## src/rtl/irq_agg_pkg.sv

```systemverilog
package irq_agg_pkg;

   typedef enum logic [1:0] {
      AMODE_SIMPLE    = 2'd0,
      AMODE_HANDSHAKE = 2'd1,
      AMODE_BIDIR     = 2'd2,
      AMODE_BIDIR_ALT = 2'd3
   } amode_e;

   localparam int unsigned EN_PER_PORT   = 3;
   localparam int unsigned STAT_PER_PORT = 2;

   localparam logic [1:0] ADDR_CTRL   = 2'd0;
   localparam logic [1:0] ADDR_ENABLE = 2'd1;
   localparam logic [1:0] ADDR_STATUS = 2'd2;

   function automatic int unsigned en_width(int unsigned np, int unsigned nt);
      return EN_PER_PORT * np + nt;
   endfunction

   function automatic int unsigned stat_width(int unsigned np, int unsigned nt);
      return STAT_PER_PORT * np + nt;
   endfunction

endpackage

```

## src/rtl/irq_agg_regs.sv

```systemverilog
module irq_agg_regs
   import irq_agg_pkg::*;
#(
   parameter int unsigned DATA_W = 16
) (
   input  logic              clk,
   input  logic              rst_n,
   input  logic              wr,
   input  logic [1:0]        addr,
   input  logic [DATA_W-1:0] wdata,
   output logic              master_en,
   output logic [DATA_W-1:0] enable_q
);

   logic wr_ctrl;
   logic wr_enable;

   assign wr_ctrl   = wr && (addr == ADDR_CTRL);
   assign wr_enable = wr && (addr == ADDR_ENABLE);

   always_ff @(posedge clk or negedge rst_n) begin
      if (!rst_n) begin
         master_en <= 1'b0;
      end else if (wr_ctrl) begin
         master_en <= wdata[0];
      end
   end

   always_ff @(posedge clk or negedge rst_n) begin
      if (!rst_n) begin
         enable_q <= '0;
      end else if (wr_enable) begin
         enable_q <= wdata;
      end
   end

endmodule

```

## src/rtl/irq_agg_port_sel.sv

```systemverilog
module irq_agg_port_sel
   import irq_agg_pkg::*;
(
   input  logic [1:0] a_mode,
   input  logic       b_mode,
   input  logic       low_nib_in,
   input  logic       a_hs,
   input  logic       a_out,
   input  logic       a_in,
   input  logic       b_hs,
   input  logic       pin_hi,
   input  logic       pin_lo,
   input  logic       en_chan,
   input  logic       en_pin_hi,
   input  logic       en_pin_lo,
   input  logic       master_en,
   output logic       req_a,
   output logic       req_b
);

   logic raw_a;
   logic raw_b;
   amode_e mode_a;

   assign mode_a = amode_e'(a_mode);

   // A side: the source depends on the configured mode
   always_comb begin
      unique case (mode_a)
         AMODE_SIMPLE:    raw_a = pin_hi && low_nib_in && en_pin_hi;
         AMODE_HANDSHAKE: raw_a = a_hs && en_chan;
         AMODE_BIDIR,
         AMODE_BIDIR_ALT: raw_a = (a_out || a_in) && en_chan;
         default:         raw_a = 1'b0;
      endcase
   end

   // B side: handshake flag, or the low-side pin in simple I/O mode
   always_comb begin
      if (b_mode) begin
         raw_b = b_hs && en_chan;
      end else begin
         raw_b = pin_lo && low_nib_in && en_pin_lo;
      end
   end

   assign req_a = raw_a && master_en;
   assign req_b = raw_b && master_en;

endmodule

```

## src/rtl/irq_agg_out.sv

```systemverilog
module irq_agg_out #(
   parameter int unsigned SRC_W = 11
) (
   input  logic             clk,
   input  logic             rst_n,
   input  logic [SRC_W-1:0] src,
   output logic             irq
);

   always_ff @(posedge clk or negedge rst_n) begin
      if (!rst_n) begin
         irq <= 1'b0;
      end else begin
         irq <= |src;
      end
   end

endmodule

```

## src/rtl/irq_aggregator.sv

```systemverilog
module irq_aggregator
   import irq_agg_pkg::*;
#(
   parameter int unsigned NUM_PORTS  = 4,
   parameter int unsigned NUM_TIMERS = 3,
   parameter int unsigned DATA_W     = 16
) (
   input  logic                    clk,
   input  logic                    rst_n,
   input  logic                    reg_wr,
   input  logic [1:0]              reg_addr,
   input  logic [DATA_W-1:0]       reg_wdata,
   output logic [DATA_W-1:0]       reg_rdata,
   input  logic [2*NUM_PORTS-1:0]  port_a_mode,
   input  logic [NUM_PORTS-1:0]    port_b_mode,
   input  logic [NUM_PORTS-1:0]    low_c_in,
   input  logic [NUM_PORTS-1:0]    a_hs_flag,
   input  logic [NUM_PORTS-1:0]    a_out_flag,
   input  logic [NUM_PORTS-1:0]    a_in_flag,
   input  logic [NUM_PORTS-1:0]    b_hs_flag,
   input  logic [NUM_PORTS-1:0]    ext_pin_hi,
   input  logic [NUM_PORTS-1:0]    ext_pin_lo,
   input  logic [NUM_TIMERS-1:0]   timer_out,
   output logic                    host_irq
);

   localparam int unsigned EN_W   = en_width(NUM_PORTS, NUM_TIMERS);
   localparam int unsigned STAT_W = stat_width(NUM_PORTS, NUM_TIMERS);
   localparam int unsigned TMR_EN_BASE = EN_PER_PORT * NUM_PORTS;
   localparam int unsigned TMR_ST_BASE = STAT_PER_PORT * NUM_PORTS;

   if (NUM_PORTS < 1) begin : g_chk_ports
      $error("irq_aggregator: NUM_PORTS must be at least 1");
   end
   if (NUM_TIMERS < 1) begin : g_chk_timers
      $error("irq_aggregator: NUM_TIMERS must be at least 1");
   end
   if (DATA_W < EN_W) begin : g_chk_width
      $error("irq_aggregator: DATA_W too narrow for the enable register");
   end

   logic              master_en;
   logic [DATA_W-1:0] enable_q;
   logic [STAT_W-1:0] status_vec;
   logic [NUM_TIMERS-1:0] timer_en;

   irq_agg_regs #(.DATA_W(DATA_W)) u_regs (
      .clk       (clk),
      .rst_n     (rst_n),
      .wr        (reg_wr),
      .addr      (reg_addr),
      .wdata     (reg_wdata),
      .master_en (master_en),
      .enable_q  (enable_q)
   );

   for (genvar p = 0; p < NUM_PORTS; p++) begin : g_port
      irq_agg_port_sel u_sel (
         .a_mode     (port_a_mode[2*p +: 2]),
         .b_mode     (port_b_mode[p]),
         .low_nib_in (low_c_in[p]),
         .a_hs       (a_hs_flag[p]),
         .a_out      (a_out_flag[p]),
         .a_in       (a_in_flag[p]),
         .b_hs       (b_hs_flag[p]),
         .pin_hi     (ext_pin_hi[p]),
         .pin_lo     (ext_pin_lo[p]),
         .en_chan    (enable_q[EN_PER_PORT*p]),
         .en_pin_hi  (enable_q[EN_PER_PORT*p + 1]),
         .en_pin_lo  (enable_q[EN_PER_PORT*p + 2]),
         .master_en  (master_en),
         .req_a      (status_vec[STAT_PER_PORT*p]),
         .req_b      (status_vec[STAT_PER_PORT*p + 1])
      );
   end

   assign timer_en = enable_q[TMR_EN_BASE +: NUM_TIMERS];

   for (genvar t = 0; t < NUM_TIMERS; t++) begin : g_tmr
      assign status_vec[TMR_ST_BASE + t] = timer_out[t] && timer_en[t] && master_en;
   end

   irq_agg_out #(.SRC_W(STAT_W)) u_out (
      .clk   (clk),
      .rst_n (rst_n),
      .src   (status_vec),
      .irq   (host_irq)
   );

   always_comb begin
      reg_rdata = '0;
      unique case (reg_addr)
         ADDR_CTRL:   reg_rdata[0] = master_en;
         ADDR_ENABLE: reg_rdata = enable_q;
         ADDR_STATUS: reg_rdata[STAT_W-1:0] = status_vec;
         default:     reg_rdata = '0;
      endcase
   end

endmodule

```

## config.mk

```make
export PLATFORM = sky130hd
export DESIGN_NAME = irq_aggregator
export DESIGN_NICKNAME = d
export VERILOG_FILES = /design/src/rtl/irq_agg_pkg.sv /design/src/rtl/irq_agg_regs.sv /design/src/rtl/irq_agg_port_sel.sv /design/src/rtl/irq_agg_out.sv /design/src/rtl/irq_aggregator.sv
export SDC_FILE = /design/constraint.sdc
export NUM_CORES = 1
export LEC_CHECK = 0
export BUFFER_PORTS_ARGS = -buffer_cell sky130_fd_sc_hd__buf_2
export CAP_MARGIN = 20
export CELL_PAD_IN_SITES_DETAIL_PLACEMENT = 1
export CELL_PAD_IN_SITES_GLOBAL_PLACEMENT = 1
export CORE_MARGIN = 3
export CORE_UTILIZATION = 32
export CTS_CLUSTER_DIAMETER = 50
export DETAILED_ROUTE_END_ITERATION = 8
export PLACE_DENSITY = 0.93
export SYNTH_ARGS = -nofsm -noshare
export SYNTH_HDL_FRONTEND = slang
export SYNTH_SLANG_ARGS = --single-unit
export TNS_END_PERCENT = 1
```

## constraint.sdc

```tcl
create_clock -name clk -period 1.85 [get_ports clk]
set_input_delay 0.2775 -clock clk [delete_from_list [all_inputs] [get_ports clk]]
set_output_delay 0.2775 -clock clk [all_outputs]
set_load 0.03 [all_outputs]
```

==> results.toml, run 1 <==
[floorplan]
fp.dieW_um = 68.5
core_area_mm2 = 0.00372
start_util_pct = 33.7
num_rows = 22
die_y_um = 68.5
io_pins = 81
dieArea_mm2 = 0.00470

[grt]
grt_max_degree = 19
grt_pass1_vias = 1362
grtUsageTotal_pct = 19.1
grt_pass1_wl_um = 6590
grt.overflow.total = 0
antenna_found_initial = 0

[detailed_routing]
ant_nets = 0
via_per_inst = 5.27
drc = 0
first_pass_iters = 4
drt-wirelength-per-cell_um = 17.5
totalWireLength_um = 4420
vias = 1327
first_iter_violations = 110

[run_status]
outcome = "finished with violations"
violations = "setup timing"

[timing]
setup_violations = 1
final_max_slew_viol_count = 0
min_period_ns = 1.88
finalCritPeriodShare_pct = 102
max_freq_mhz = 531
worst_clock_skew_ns = 0.00392
max_slew.worst_pin.slew_ns = 0.431
hold_violations = 0
rsz0062_at_grt = "yes"
holdWs_ns = 0.251
setup_ws_ns = -0.0337
max_slew_margin_pct = 71.3

[clocking]
clk_pin_slew_ns = 0.06
htreeDepth = 1
cts-root-buf = "clkbuf_8"
clockBufferDepth = 2
clk_latency_ns = 0.26
cts_sinks = 18
cts_tree = "yes"
numCtsBuffers = 3

[power_and_ir_drop]
p_per_area_mw_per_mm2 = 751
peakVddDrop_mv = 0.308
p_total_mw = 1.36
leakage_nw = 0.925

[cells_and_area]
fillers = 462
multiInputGateArea_um2 = 768
nNetsFinal = 273
antenna_cells = 0
synthToLayoutAreaGrowth_pct = 45.0
stdcell_count = 252
layout-drive-gt1-share_pct = 56.4
final_util_pct = 48.8
regArea_um2 = 452

[synth]
syn_area_mm2 = 0.00125
synthArstFlopShare_pct = 100
ys_seq_area_share_pct = 36.0
synth.net_count = 188
yosysWarnings = 0
yosys_register_bits = 18
synth_edf_count = 0
synth_ff_type = "dfrtp_1"
synth_cell_types = 31
synth.avg_cell_area_um2 = 10.4
synthCells = 120

[min_path]
hold_end = "u_regs.enable_q[1]"
worstHoldStart = "reg_wdata[1]"
whs_path_depth = 2
hold_class = "input port to flop"

[critical_path]
max_stage_delay_ns = 0.39
crit_type = "flop to output port"
worstSetupStartpointType = "flop"
r2r_slack_ns = 0.54
cp_max_fo = 3
reg2reg_to = "u_out.irq"
crit_arrival_ns = 1.61
r2r_start = "u_regs.master_en"
slowest_stage = "dfrtp_1"
crit_path_cell_trace = "and4bb_1 -> a22oi_2 -> nand4b_1 -> a21boi_1 -> clkbuf_4"
cp_data_required_time_ns = 1.57
r2r_cells = 3
cp-end-kind = "output port"

[place]
place_congestion = 0.778
post-dp-hpwl_um = 3430
portBuffers = 80
dp_cells = 244

[flow_run]
maxCapViolations = 0
[area by class of cell]
class	instances	share of cell area [%]
timing repair buffer	85	25.4
inverter	5	1.03
clock buffer	4	3.03
tap	48	3.31
multi-input combinational	92	42.3
sequential	18	24.9
[timing repair]
item                                    CTS  global route
gates resized for setup                   2            12
pin swaps                                 0             0
hold buffers                              1             0
buffers inserted                          3             0
hold endpoints to repair                 18             0
endpoints found under the setup margin    5             9
[how the worst max path moves through the flow]
stage	startpoint	to	slack, ns	depth (start not counted)
6_report	u_regs.enable_q[10]	reg_rdata[6]	-0.03	5
2_1_floorplan	reg_addr[1]	reg_rdata[0]	0.13	6
3_5_place_dp	reg_addr[0]	reg_rdata[0]	0.09	6
5_1_grt	u_regs.enable_q[10]	reg_rdata[6]	-0.11	5
4_1_cts	u_regs.enable_q[1]	reg_rdata[0]	0.0003	5
3_3_place_gp	u_regs.master_en	reg_rdata[2]	0.13	4
[critical path, delay by kind of cell, from the launching register on]
family / cells / cell delay (ns)
flip-flops: 1 / 0.39
buffers and inverters: 1 / 0.21
AO/OA/AOI/OAI: 2 / 0.29
AND/OR/NAND/NOR: 2 / 0.46
[cells in the final DEF, fill, tap and decap left out, types with 2 or more instances in the layout]
cell,Yosys,final
clkbuf_8,0,4
inv_1,5,5
ha_1,4,4
mux2_2,7,7
nor2b_1,9,9
a21oi_1,4,3
and2_1,5,5
nand2_1,3,3
clkbuf_4,0,3
buf_4,1,3
nand3_1,9,9
a32oi_1,6,6
a22oi_1,5,4
nor2_1,4,4
o21ai_1,0,4
and3_2,3,3
mux2_4,10,10
nand4b_1,4,4
buf_2,1,77
dfrtp_1,18,17
a21boi_1,1,2
o22ai_2,0,2
[registers in the layout, summed over array words and instances (netlist names)]
register          count
u_out.irq             1
u_regs.enable_q      16
u_regs.master_en      1
[report_power, final]
| group | leakage, nW | total (mW) | internal [mW] | switching [mW] |
|---|---|---|---|---|
| combinational | 0.685 | 0.491 | 0.249 | 0.241 |
| clock | 0.0288 | 0.325 | 0.189 | 0.135 |
| sequential | 0.211 | 0.548 | 0.473 | 0.0745 |
| total | 0.925 | 1.36 | 0.912 | 0.451 |
[synth_stat cells, types with 2 or more instances]
cell type / n / area share, %
mux2_4: 10 / 12
and2_1: 5 / 2.5
nor2b_1: 9 / 4.5
ha_1: 4 / 4.0
mux2_2: 7 / 6.3
nand3_1: 9 / 3.6
and3_2: 3 / 1.8
a21oi_1: 4 / 1.6
a32oi_1: 6 / 4.2
nand4b_1: 4 / 2.8
dfrtp_1: 18 / 36
nor2_1: 4 / 1.2
a21boi_0: 3 / 1.8
o21ai_0: 4 / 1.6
nand2_1: 3 / 0.90
a22oi_1: 5 / 3.0
o22ai_1: 3 / 1.5
inv_1: 5 / 1.5
buf_6: 2 / 1.8
[stage by stage]
stage          TNS (ns)  instance area (um2)  worst slack, ns
2_1_floorplan         0                 1250            0.125
3_3_place_gp          0                 1690            0.128
3_5_place_dp          0                 1690           0.0909
4_1_cts               0                 1780         0.000283
5_1_grt          -0.179                 1810           -0.110
6_report        -0.0337                 1810          -0.0337
[kinds of logic after synthesis]
logic type	count (synthesis)	share of synthesized area, %
compound gates	29	16.4
fa+ha+maj	4	4.00
buf+inv	10	4.60
flops	18	36.0
mux	17	18.3
simple gates	42	20.7
[layer usage]
metal | up-vias | wire length [um] | global-route usage (%)
li1 | 624 | - | -
met1 | 637 | 1670 | 21.1
met2 | 56 | 2270 | 34.1
met3 | 10 | 398 | 5.67
met4 | 0 | 83 | 7.44
met5 | - | 0 | 0
Power figures use the tool's default switching activity.
==> inputs of run 2 (changes only) <==
==> constraint.sdc (replaced) <==
create_clock -name clk -period 2.3 [get_ports clk]
set_input_delay 0.345 -clock clk [delete_from_list [all_inputs] [get_ports clk]]
set_output_delay 0.345 -clock clk [all_outputs]
set_load 0.03 [all_outputs]
==> run 2 against run 1 <==
- the run now ends clean
- die area unchanged
- worst hold slack got worse by 0.23 ns
- largest power group unchanged
- count of clock-buffer cells in the layout did not move
- via count is 3.4% lower
- first-iteration DRC count shrank 73%
- utilization down 2.3 points
- highest routed layer unchanged
- sequential share of layout area rose by 1.2 points
- cell area shrank 4.8%
- combinational power fell by 28%
- setup slack better by 0.24 ns
==> results.toml, run 2 (same netlist as run 1, synthesis figures left out) <==
[clocking]
cts_resized = 0
clk_pin_slew_ns = 0.07
clockBufferDepth = 2
cts_sinks = 18
cts_tree = "yes"
cts_hold_buf = 0
cts-root-buf = "clkbuf_8"
post-cts-setup-buffers = 0
clk_latency_ns = 0.25
numCtsBuffers = 3
htreeDepth = 1

[grt]
grtUsageTotal_pct = 17.4
antenna_found_initial = 0
grt_pass1_wl_um = 6040
grt_max_degree = 19
grt_pass1_vias = 1339
grt.overflow.total = 0

[detailed_routing]
totalWireLength_um = 4130
first_pass_iters = 4
ant_nets = 0
vias = 1282
first_iter_violations = 30
drc = 0
via_per_inst = 5.19
drt-wirelength-per-cell_um = 16.7

[timing]
max_slew_margin_pct = 58.5
worst_clock_skew_ns = 0.00324
min_period_ns = 2.09
hold_violations = 0
final_max_slew_viol_count = 0
setup_violations = 0
max_slew.worst_pin.slew_ns = 0.622
rsz0062_at_grt = "no"
finalCritPeriodShare_pct = 91.1
setup_ws_ns = 0.205
tns_ns = 0
max_freq_mhz = 477

[critical_path]
r2r_cells = 3
cp_max_fo = 15
max_stage_delay_ns = 0.64
crit_path_cell_trace = "a21boi_0 -> a32oi_1 -> nor2b_1 -> buf_2"
slowest_stage = "dfrtp_1"
cp-end-kind = "output port"
cp.depth = 4
crit_type = "flop to output port"
cp_data_required_time_ns = 1.96
worstSetupStartpointType = "flop"
cp_top_family = "flip-flops"
path_buf_inv = 1
crit_arrival_ns = 1.75

[floorplan]
num_rows = 22
start_util_pct = 33.7
die_y_um = 68.5
core_area_mm2 = 0.00372
fp.dieW_um = 68.5
io_pins = 81
dieArea_mm2 = 0.00470

[run_status]
outcome = "completed"

[cells_and_area]
stdcell_count = 247
final_cell_mix = "80 x buf_2, 18 x dfrtp_1, 10 x mux2_4"
largest_reg_flops = 16
synthToLayoutAreaGrowth_pct = 38.1
antenna_cells = 0
nNetsFinal = 268
mostFrequentLayoutCell = "buf_2"
multiInputGateArea_um2 = 743
fin_area_mm2 = 0.00173
top_register = "u_regs.enable_q"
fillers = 465
reg_top3 = "u_regs.enable_q: 16 flops, u_out.irq: 1 flops, u_regs.master_en: 1 flops"
regArea_um2 = 450
layout-drive-gt1-share_pct = 52.8

[place]
dp_cells = 243
place_area_mm2 = 0.00167
place_ws_ns = 0.290
portBuffers = 80
post-dp-hpwl_um = 3380
place_congestion = 0.780

[min_path]
hold_class = "input port to async pin"

[flow_run]
maxCapViolations = 0

[power_and_ir_drop]
p_total_mw = 1.05
peakVddDrop_mv = 0.310
p_per_area_mw_per_mm2 = 610
leakage_nw = 0.893
[run 2: cell types whose count changed in the layout (fill, tap and decap cells not counted), moves of 3 or more]
cell	change
buf_4	-3
o21ai_1	-4
clkbuf_4	-3
o21ai_0	+4
buf_2	+3
[run 2: cell type report]
cell class                      count  area share (%)
Clock buffer                        4            3.19
Tap cell                           48            3.48
Sequential cell                    18            26.1
Inverter                            5            1.09
Multi-Input combinational cell     92            43.0
Timing Repair Buffer               80            23.2
[run 2: worst paths after layout]
path                                        to  slack, ns                start
hold / removal              u_regs.enable_q[7]       0.02                rst_n
max in group asynchronous  u_regs.enable_q[15]       1.98                rst_n
min in group clk            u_regs.enable_q[9]       0.32         reg_wdata[9]
setup / recovery                  reg_rdata[2]       0.21     u_regs.master_en
hold reg to reg            u_regs.enable_q[15]       0.51  u_regs.enable_q[15]
setup reg to reg                     u_out.irq       0.80     u_regs.master_en
[run 2: report_power, final]
part | switching, mW | internal, mW
clock network | 0.103 | 0.152
registers | 0.0662 | 0.380
logic | 0.176 | 0.176
total | 0.345 | 0.708
[run 2: layer usage]
metal | global-route usage [%] | vias up | wire length (um)
met2 | 31.6 | 57 | 2040
met5 | 0 | - | 0
li1 | - | 610 | -
met3 | 7.46 | 4 | 414
met4 | 2.98 | 0 | 36
met1 | 18.7 | 611 | 1640
[run 2: metrics by stage]
| step | hold WS, ns | utilization, % |
|---|---|---|
| 2_1_floorplan | 0.0494 | - |
| 3_3_place_gp | 0.294 | 45.0 |
| 3_5_place_dp | 0.300 | 45.0 |
| 4_1_cts | 0.0257 | 46.5 |
| 5_1_grt | 0.0327 | 46.5 |
| 6_report | 0.0184 | 46.5 |
==> inputs of run 3 (changes only) <==
--- a/config.mk
+++ b/config.mk
@@ -5,15 +5,17 @@
 export SDC_FILE = /design/constraint.sdc
 export NUM_CORES = 1
 export LEC_CHECK = 0
+export ABC_AREA = 1
 export BUFFER_PORTS_ARGS = -buffer_cell sky130_fd_sc_hd__buf_2
 export CAP_MARGIN = 20
 export CELL_PAD_IN_SITES_DETAIL_PLACEMENT = 1
 export CELL_PAD_IN_SITES_GLOBAL_PLACEMENT = 1
 export CORE_MARGIN = 3
-export CORE_UTILIZATION = 32
+export CORE_UTILIZATION = 31
 export CTS_CLUSTER_DIAMETER = 50
 export DETAILED_ROUTE_END_ITERATION = 8
-export PLACE_DENSITY = 0.93
+export PLACE_DENSITY = 0.94
+export REMOVE_ABC_BUFFERS = 1
 export SYNTH_ARGS = -nofsm -noshare
 export SYNTH_HDL_FRONTEND = slang
 export SYNTH_SLANG_ARGS = --single-unit
==> run 3 against run 2 <==
- cell area rose by 3.9%
- utilization shrank 1.9 points
- non-clock buffer count rose by 3
- sequential power decreased by 3%
- first-iteration DRC count down 30%
- count of clock-buffer cells in the layout down 1
- combinational power up 6.0%
- critical path depth is 2 higher
- wire length up 8.1%
- cell count up 22%
==> results.toml, run 3 <==
[floorplan]
start_util_pct = 32.5
dieArea_mm2 = 0.00504
num_rows = 23
die_y_um = 71.0
io_pins = 81
core_area_mm2 = 0.00403
fp.dieW_um = 71.0

[power_and_ir_drop]
p_sw_share_pct = 35.7
peakVddDrop_mv = 0.229
leakage_nw = 1.02
p_seq_share_pct = 42.1
p_per_area_mw_per_mm2 = 572
comb_power_share_pct = 36.3
p_switching_uw = 366
internal-power_uw = 660
power_frac_clock_pct = 21.5

[timing]
rsz0062_at_grt = "no"
tns_ns = 0
holdWs_ns = 0.0248
hold_violations = 0
max_freq_mhz = 522
final_max_slew_viol_count = 0
worst_clock_skew_ns = 0.00319
max_slew_margin_pct = 69.4
min_period_ns = 1.91
setup_violations = 0
finalCritPeriodShare_pct = 83.2
max_slew.worst_pin.slew_ns = 0.459

[cells_and_area]
fillers = 548
stdcell_count = 301
final_cell_mix = "80 x buf_2, 44 x nand2_1, 19 x nand3_1"
reg_top3 = "u_regs.enable_q: 16 flops, u_out.irq: 1 flops, u_regs.master_en: 1 flops"
largest_reg_flops = 16
top_register = "u_regs.enable_q"
synthToLayoutAreaGrowth_pct = 37.1
antenna_cells = 0
mostFrequentLayoutCell = "buf_2"
layout-drive-gt1-share_pct = 40.6
nNetsFinal = 321

[clocking]
clockBufferDepth = 2
cts-root-buf = "clkbuf_8"
cts_resized = 0
clk_pin_slew_ns = 0.07
cts_hold_buf = 0
cts_sinks = 18
post-cts-setup-buffers = 0
cts_tree = "yes"
clk_latency_ns = 0.25
numCtsBuffers = 3
htreeDepth = 1

[critical_path]
r2r_start = "u_regs.master_en"
crit_arrival_ns = 1.57
crit_type = "input port to output port"
r2r_cells = 9
cp-end-kind = "output port"
reg2reg_to = "u_out.irq"
cp_data_required_time_ns = 1.96
cp_max_fo = 11
r2r_slack_ns = 1.09
worstSetupStartpointType = "input port"

[synth]
synth.avg_cell_area_um2 = 7.66
synth.area.top_cells = "dfrtp_1 34%, nand2_1 13%, mux2_4 9.2%"
synthCells = 171
synthArstFlopShare_pct = 100
synth_area_leader_cell = "dfrtp_1"
synth_edf_count = 0
yosys_register_bits = 18
synth_ff_type = "dfrtp_1"
synth_cell_types = 20
syn_area_mm2 = 0.00131
synth.top_cells.by_count = "44 x nand2_1, 19 x nand3_1, 18 x dfrtp_1, 18 x inv_1, 15 x a21oi_1"
ys_seq_area_share_pct = 34.4
yosysWarnings = 0
synth.most_common_cell = "nand2_1"
synth_top_area_share_pct = 34.4

[flow_run]
maxCapViolations = 0

[place]
post-dp-hpwl_um = 3690
dp_cells = 298
portBuffers = 80
place_congestion = 0.791

[detailed_routing]
drt-wirelength-per-cell_um = 14.8
first_pass_iters = 2
first_iter_violations = 21
ant_nets = 0
totalWireLength_um = 4470
drc = 0
vias = 1506
via_per_inst = 5.00

[min_path]
hold_class = "input port to async pin"

[grt]
antenna_found_initial = 0
grt_pass1_wl_um = 7400
grt.overflow.total = 0
grt_pass1_vias = 1642
grtUsageTotal_pct = 18.3
grt_max_degree = 19

[run_status]
outcome = "completed"
==> run 3: worst max path at each step <==
stage                      from             to  slack [ns]  depth (start not counted)
floorplan           reg_addr[1]   reg_rdata[0]        0.40                          5
global placement    reg_addr[0]   reg_rdata[3]        0.40                          6
detailed placement  reg_addr[0]   reg_rdata[3]        0.38                          6
CTS                 reg_addr[0]   reg_rdata[7]        0.38                          6
global route        reg_addr[0]   reg_rdata[5]        0.25                          6
finish              reg_addr[0]  reg_rdata[10]        0.39                          6
==> run 3: stage by stage <==
| stage | power, mW | instance area [um2] | utilization, % | worst slack (ns) |
|---|---|---|---|---|
| after global placement | 0.797 | 1750 | 43.5 | 0.398 |
| after floorplan | 0.656 | 1270 | - | 0.398 |
| after CTS | 1.04 | 1800 | 44.6 | 0.376 |
| after global routing | 1.11 | 1800 | 44.6 | 0.255 |
| final | 1.03 | 1800 | 44.6 | 0.386 |
| after detailed placement | 0.815 | 1750 | 43.5 | 0.379 |
==> run 3: layout make-up <==
cell class / count / area (um2) / area share (%)
tap: 50 / 62.6 / 3.48
inverter: 19 / 71.3 / 3.97
timing repair buffer: 83 / 423 / 23.6
multi-input combinational: 128 / 747 / 41.6
sequential: 18 / 450 / 25.1
clock buffer: 3 / 41.3 / 2.30
==> run 3: routing by layer <==
metal / track usage [%] / vias up / share of wire, %
li1: - / 731 / -
met1: 21.3 / 720 / 41
met2: 34.2 / 49 / 53
met3: 2.84 / 6 / 5.0
met4: 5.22 / 0 / 1.2
met5: 0 / - / 0
==> run 3: logic make-up after synthesis <==
logic type               after synthesis  share of synthesized area (%)
buffers and inverters                 25                           8.59
AND/OR/NAND/NOR                       87                           29.0
adder cells (fa/ha/maj)                4                           3.82
AO/OA/AOI/OAI                         22                           8.98
multiplexers                          15                           15.2
flip-flops                            18                           34.4
==> run 3: power by group through the flow <==
stage	Sequential, mW	Clock, mW	Combinational (mW)
3_5_place_dp	0.438	0	0.377
4_1_cts	0.432	0.232	0.379
6_report	0.433	0.221	0.373
3_3_place_gp	0.432	0	0.364
2_1_floorplan	0.430	0	0.226
5_1_grt	0.441	0.247	0.417
==> run 3: critical path, cell delays in order <==
cell and delay (ns):
buf_2 0.12, inv_1 0.07, ha_1 0.44, nand4_1 0.22, a21oi_1 0.15, buf_2 0.22
